**src/rtl/brg_pkg.sv**
```systemverilog
package brg_pkg;
    typedef enum logic {
        MODE_TIMER = 1'b0,
        MODE_SPI   = 1'b1
    } brg_mode_e;
endpackage

```
**src/rtl/brg_reload_regs.sv**
```systemverilog
module brg_reload_regs #(
    parameter int BYTE_W = 8,
    localparam int CNT_W = 2 * BYTE_W
) (
    input  logic              clk,
    input  logic              rst_n,
    input  logic              hi_we,
    input  logic              lo_we,
    input  logic [BYTE_W-1:0] wdata,
    output logic [CNT_W-1:0]  reload_nxt,
    output logic              wr_any
);
    logic [BYTE_W-1:0] hi_q, lo_q, hi_d, lo_d;

    always_comb begin
        hi_d       = hi_we ? wdata : hi_q;
        lo_d       = lo_we ? wdata : lo_q;
        reload_nxt = {hi_d, lo_d};
        wr_any     = hi_we | lo_we;
    end

    always_ff @(posedge clk or negedge rst_n) begin
        if (!rst_n) begin
            hi_q <= '0;
            lo_q <= '0;
        end else begin
            hi_q <= hi_d;
            lo_q <= lo_d;
        end
    end
endmodule

```
**src/rtl/brg_mode_fsm.sv**
```systemverilog
module brg_mode_fsm
    import brg_pkg::*;
(
    input  logic      clk,
    input  logic      rst_n,
    input  logic      spi_en,
    input  logic      timeout,
    output brg_mode_e mode_q,
    output brg_mode_e mode_nxt,
    output logic      mode_chg,
    output logic      strobe,
    output logic      irq_set
);
    always_comb begin
        mode_nxt = mode_q;
        unique case (mode_q)
            MODE_TIMER: if (spi_en)  mode_nxt = MODE_SPI;
            MODE_SPI:   if (!spi_en) mode_nxt = MODE_TIMER;
            default:    mode_nxt = MODE_TIMER;
        endcase
        mode_chg = (mode_nxt != mode_q);
    end

    always_ff @(posedge clk or negedge rst_n) begin
        if (!rst_n) mode_q <= MODE_TIMER;
        else        mode_q <= mode_nxt;
    end

    always_comb begin
        strobe  = 1'b0;
        irq_set = 1'b0;
        unique case (mode_q)
            MODE_TIMER: irq_set = timeout;
            MODE_SPI:   strobe  = timeout;
            default:    ;
        endcase
    end
endmodule

```
**src/rtl/brg_downcounter.sv**
```systemverilog
module brg_downcounter #(
    parameter int CNT_W = 16
) (
    input  logic             clk,
    input  logic             rst_n,
    input  logic             load,
    input  logic [CNT_W-1:0] load_val,
    output logic             timeout
);
    logic [CNT_W-1:0] cnt_q;

    assign timeout = (cnt_q == CNT_W'(1));

    always_ff @(posedge clk or negedge rst_n) begin
        if (!rst_n)    cnt_q <= '0;
        else if (load) cnt_q <= load_val;
        else           cnt_q <= cnt_q - CNT_W'(1);
    end
endmodule

```
**src/rtl/spi_brg_timer.sv**
```systemverilog
module spi_brg_timer
    import brg_pkg::*;
#(
    parameter int BYTE_W  = 8,
    parameter int SPI_MIN = 2,
    localparam int CNT_W  = 2 * BYTE_W
) (
    input  logic              clk,
    input  logic              rst_n,
    input  logic              spi_en,
    input  logic              rld_hi_we,
    input  logic              rld_lo_we,
    input  logic [BYTE_W-1:0] rld_wdata,
    input  logic              irq_clr,
    output logic              sck_strobe,
    output logic              sck,
    output logic              tmr_irq
);
    logic [CNT_W-1:0] reload_nxt, load_val;
    logic             wr_any, timeout, mode_chg, irq_set, load;
    brg_mode_e        mode_q, mode_nxt;

    brg_reload_regs #(.BYTE_W(BYTE_W)) u_regs (
        .clk(clk), .rst_n(rst_n), .hi_we(rld_hi_we), .lo_we(rld_lo_we),
        .wdata(rld_wdata), .reload_nxt(reload_nxt), .wr_any(wr_any)
    );

    brg_mode_fsm u_fsm (
        .clk(clk), .rst_n(rst_n), .spi_en(spi_en), .timeout(timeout),
        .mode_q(mode_q), .mode_nxt(mode_nxt), .mode_chg(mode_chg),
        .strobe(sck_strobe), .irq_set(irq_set)
    );

    // Serial mode clamps small non-zero reloads; zero keeps its 65536 meaning.
    always_comb begin
        load_val = reload_nxt;
        if (mode_nxt == MODE_SPI && reload_nxt != '0 && reload_nxt < CNT_W'(SPI_MIN))
            load_val = CNT_W'(SPI_MIN);
        load = wr_any | mode_chg | timeout;
    end

    brg_downcounter #(.CNT_W(CNT_W)) u_cnt (
        .clk(clk), .rst_n(rst_n), .load(load), .load_val(load_val), .timeout(timeout)
    );

    always_ff @(posedge clk or negedge rst_n) begin
        if (!rst_n)       tmr_irq <= 1'b0;
        else if (irq_set) tmr_irq <= 1'b1;
        else if (irq_clr) tmr_irq <= 1'b0;
    end

    always_ff @(posedge clk or negedge rst_n) begin
        if (!rst_n)                    sck <= 1'b0;
        else if (mode_nxt != MODE_SPI) sck <= 1'b0;
        else if (sck_strobe)           sck <= ~sck;
    end

    assert_strobe_needs_spi_R8: assert property (@(posedge clk) disable iff (!rst_n)
        sck_strobe |-> $past(spi_en));
    assert_irq_source_R10: assert property (@(posedge clk) disable iff (!rst_n)
        $rose(tmr_irq) |-> $past(timeout && mode_q == MODE_TIMER));
    assert_irq_clear_R9: assert property (@(posedge clk) disable iff (!rst_n)
        (irq_clr && !(timeout && mode_q == MODE_TIMER)) |=> !tmr_irq);
    assert_sck_toggle_R6: assert property (@(posedge clk) disable iff (!rst_n)
        (sck_strobe && spi_en) |=> (sck != $past(sck)));
    assert_spi_min_period_R7: assert property (@(posedge clk) disable iff (!rst_n)
        (mode_q == MODE_SPI && spi_en && !wr_any && timeout) |=> !timeout);
endmodule

```
**config.mk**
```make
export PLATFORM = sky130hd
export DESIGN_NAME = spi_brg_timer
export DESIGN_NICKNAME = d
export VERILOG_FILES = /design/src/rtl/brg_pkg.sv /design/src/rtl/brg_reload_regs.sv /design/src/rtl/brg_mode_fsm.sv /design/src/rtl/brg_downcounter.sv /design/src/rtl/spi_brg_timer.sv
export SDC_FILE = /design/constraint.sdc
export NUM_CORES = 1
export LEC_CHECK = 0
export BUFFER_PORTS_ARGS = -buffer_cell sky130_fd_sc_hd__buf_2
export CORE_ASPECT_RATIO = 0.8
export CORE_MARGIN = 3
export CORE_UTILIZATION = 52
export DETAILED_ROUTE_END_ITERATION = 12
export PLACE_DENSITY = 0.74
export SYNTH_ARGS = -nofsm -noshare
export SYNTH_HDL_FRONTEND = slang
export SYNTH_SLANG_ARGS = --single-unit
```
**constraint.sdc**
```tcl
create_clock -name clk -period 2.1 [get_ports clk]
set_input_delay 0.21 -clock clk [delete_from_list [all_inputs] [get_ports clk]]
set_output_delay 0.21 -clock clk [all_outputs]
set_load 0.05 [all_outputs]
```
==> results by group <==
Detailed routing
  • DR vias/cell: between 5 and 6
  • DRC: 0
  • Average wire per standard cell: about 16 microns
  • Post-Route WL: between 3 and 4 mm
  • Vias: about 1,100
  • Drt initial violations: 47
  • Post-route antenna net violation count: 0
  • Length of the first detailed-routing pass in iterations: 4

Global routing
  • Initial antenna violation count: 0
  • Number of global-route vias before repair: approximately 1,200
  • Largest net degree at the start of global routing: 36
  • Total track usage: 18.79%
  • First-pass GRT wire length: around 5.8 mm
  • Overflow after GRT: 0

Cells and area
  • Final Cell Area: between 2000 and 2500 sq um
  • Share of layout cells above drive strength 1: between 30% and 40%
  • Final net count: between 150 and 200
  • Final non-filler cell total: between 200 and 250
  • Synthesis-to-finish area growth: 15.36%
  • Most frequent cells in the layout: dfrtp_1 (35), mux2_2 (21), buf_2 (15)
  • Commonest non-fill, non-tap cell in the layout: dfrtp_1
  • Antenna Cells: 0

Floorplan
  • Core Footprint: roughly 3200 sq um
  • Top-level port count: 17
  • Total die area: just over 4000 sq um
  • Initial Util: 55.91%
  • Die W: about 71 microns
  • # rows: 18
  • Die Ht: 58.27 microns

Flow run
  • Max-cap violations: 0

Setup path
  • CP Capture Type: output pin
  • Critical path peak fanout: 4
  • Critical Path AT: between 1500 and 2000 ps
  • Crit-path max cell delay: 570 ps
  • Crit path required time: 1890 ps
  • CP Launch Type: flip-flop
  • WS Path Type: flip-flop to output pin
  • Crit-path slowest cell: or4_4
  • Crit-path cells: or4_4 > nor4_4 > and3_4 > buf_8

Placed design
  • I/O Buffers: 16
  • Post-DP HPWL: between 2 and 3 mm
  • Placed insts: 200
  • Gpl congestion: about 0.87
  • Worst slack at placement: -2.747 ps
  • Post-DP Area: 1924 sq um

Timing
  • Hold Vio Cnt, Final: 17
  • Unrepaired setup endpoints after global routing: true
  • Final Max Tran Viols: 0
  • PnR worst setup slack: 58.63 ps
  • Max Fclk: 489.9 MHz
  • Worst relative slew slack: 49.82%
  • Worst Tran Pin Value: ~750 ps
  • Clock skew after layout: approximately 4.3 ps
  • Final Setup Violations: 0
  • Fin Hold WS: -9.551 ps
  • Post-route minimum period: around 2000 ps
  • Fin crit share: between 90% and 100%

Clocking
  • Worst-case clock buffer depth: 2
  • Setup Buffers After CTS: 0
  • Clock Root Buffer: clkbuf_8
  • H-tree depth: 2
  • CTS tree: done
  • Latest clock arrival within the worst-skew pair: between 200 and 300 ps
  • Cts hold-fix bufs: 0
  • Sink Count: 35
  • Clk pin slew, worst setup/hold paths: about 70 ps
  • Total CTS buffers: 5

Pwr
  • Peak VDD IR: a little over 500 uV
  • Leak: between 0.9 and 1 nW
  • Pwr Density: 770.9 nW/um^2

Yosys
  • Register area share after synthesis: approximately half
  • Synth Area per Inst: approximately 13 sq um
  • Synthesized area: 1775 sq um
  • Ys flop type: dfrtp_1
  • Net count after synthesis: 158
  • Synth async-reset ratio: 100.0%
  • Synth Warn #: 0
  • Yosys reg bits: 35
  • Yosys cell types: 35
  • Number of synthesized flops with an enable pin: 0
  • Syn Inst Count: between 100 and 150

Run status
  • Failing checks: negative hold slack
  • Status: finished with violations

Min path
  • Min-delay worst type: primary input to asynchronous set/reset pin
[metrics by stage]
stage	power, mW	TNS (ps)	utilization, %
6_report	1.579	0	64.50
5_1_grt	1.663	-8.099	64.50
4_1_cts	1.590	0	64.18
3_5_place_dp	1.063	-2.747	60.60
3_3_place_gp	1.053	0	60.60
2_1_floorplan	0.9787	0	-
[worst max-delay path, delay by kind of cell, from the launching register on]
family        cells  cell delay [ps]
buf+inv           1              150
flops             1              380
simple gates      3             1030
[final cells by class]
class	instances	area, sq um
Multi-Input combinational cell	97	852.1
Timing Repair Buffer	22	147.6
Tap cell	40	50.05
Sequential cell	35	875.8
Clock buffer	8	100.1
Fill cell	247	1127
Inverter	6	22.52
[logic make-up (layout without fill, tap and decap cells)]
| kind of cell | Yosys count | count (layout) | share of synthesized area, % |
|---|---|---|---|
| xor gates and xnor gates | 16 | 16 | 7.893 |
| and+or+nand+nor | 41 | 41 | 14.94 |
| muxes | 29 | 29 | 19.52 |
| AOI/OAI and AO/OA | 9 | 9 | 3.453 |
| DFF | 35 | 35 | 49.33 |
| adders and majority gates | 2 | 2 | 1.409 |
| buffers and inverters | 10 | 36 | 3.453 |
[synthesized netlist by cell type (2+ instances only)]
master	number	area, sq um
a31oi_1	2	12.51
buf_1	2	7.510
dfrtp_1	35	875.8
ha_1	2	25.02
inv_1	6	22.52
mux2_2	21	236.5
mux2_4	6	90.09
mux2i_1	2	20.02
nand2_1	5	18.77
nand2b_1	3	18.77
nor2_1	8	30.03
nor3_1	6	30.03
o21ai_0	2	10.01
o22ai_1	3	18.77
or3_1	2	12.51
or4_1	4	30.03
xnor2_1	7	61.31
xor2_1	9	78.83
[path summary, 6_finish.rpt]
check | from | endpoint | slack [ps] | depth (start not counted)
setup / recovery | u_cnt.cnt_q[8] | sck_strobe | 60 | 4
hold / removal | rst_n | u_regs.hi_q[7] | -10 | 1
setup reg to reg | u_cnt.cnt_q[8] | u_cnt.cnt_q[5] | 90 | 5
hold reg to reg | u_regs.hi_q[2] | u_regs.hi_q[2] | 510 | 2
max in group asynchronous | rst_n | u_regs.hi_q[6] | 1630 | 1
min in group clk | spi_en | u_fsm.mode_q | 100 | 1
[routing by layer]
metal	share of wire (%)	track usage (%)
met1	52	27.21
met2	42	27.23
met3	4.6	6.239
met4	0.95	4.826
met5	0	0
[flip-flops by register name (all words and copies together), names as in the netlist]
register and count:
u_regs.hi_q 8, u_regs.lo_q 8, u_fsm.mode_q 1, sck 1, u_cnt.cnt_q 16, tmr_irq 1
[where the power goes]
| part | internal (mW) | total, mW | leakage, nW | switching [mW] |
|---|---|---|---|---|
| clock | 0.299 | 0.523 | 0.0515 | 0.224 |
| combinational | 0.135 | 0.245 | 0.446 | 0.110 |
| sequential | 0.747 | 0.811 | 0.415 | 0.0632 |
| total | 1.18 | 1.58 | 0.912 | 0.398 |
[repair_timing]
action | CTS | global route
resized for setup | 3 | 3
endpoints found under the setup margin | 2 | 5
pin swaps | 0 | 1
Note: power is estimated with default switching activity, not from simulation.
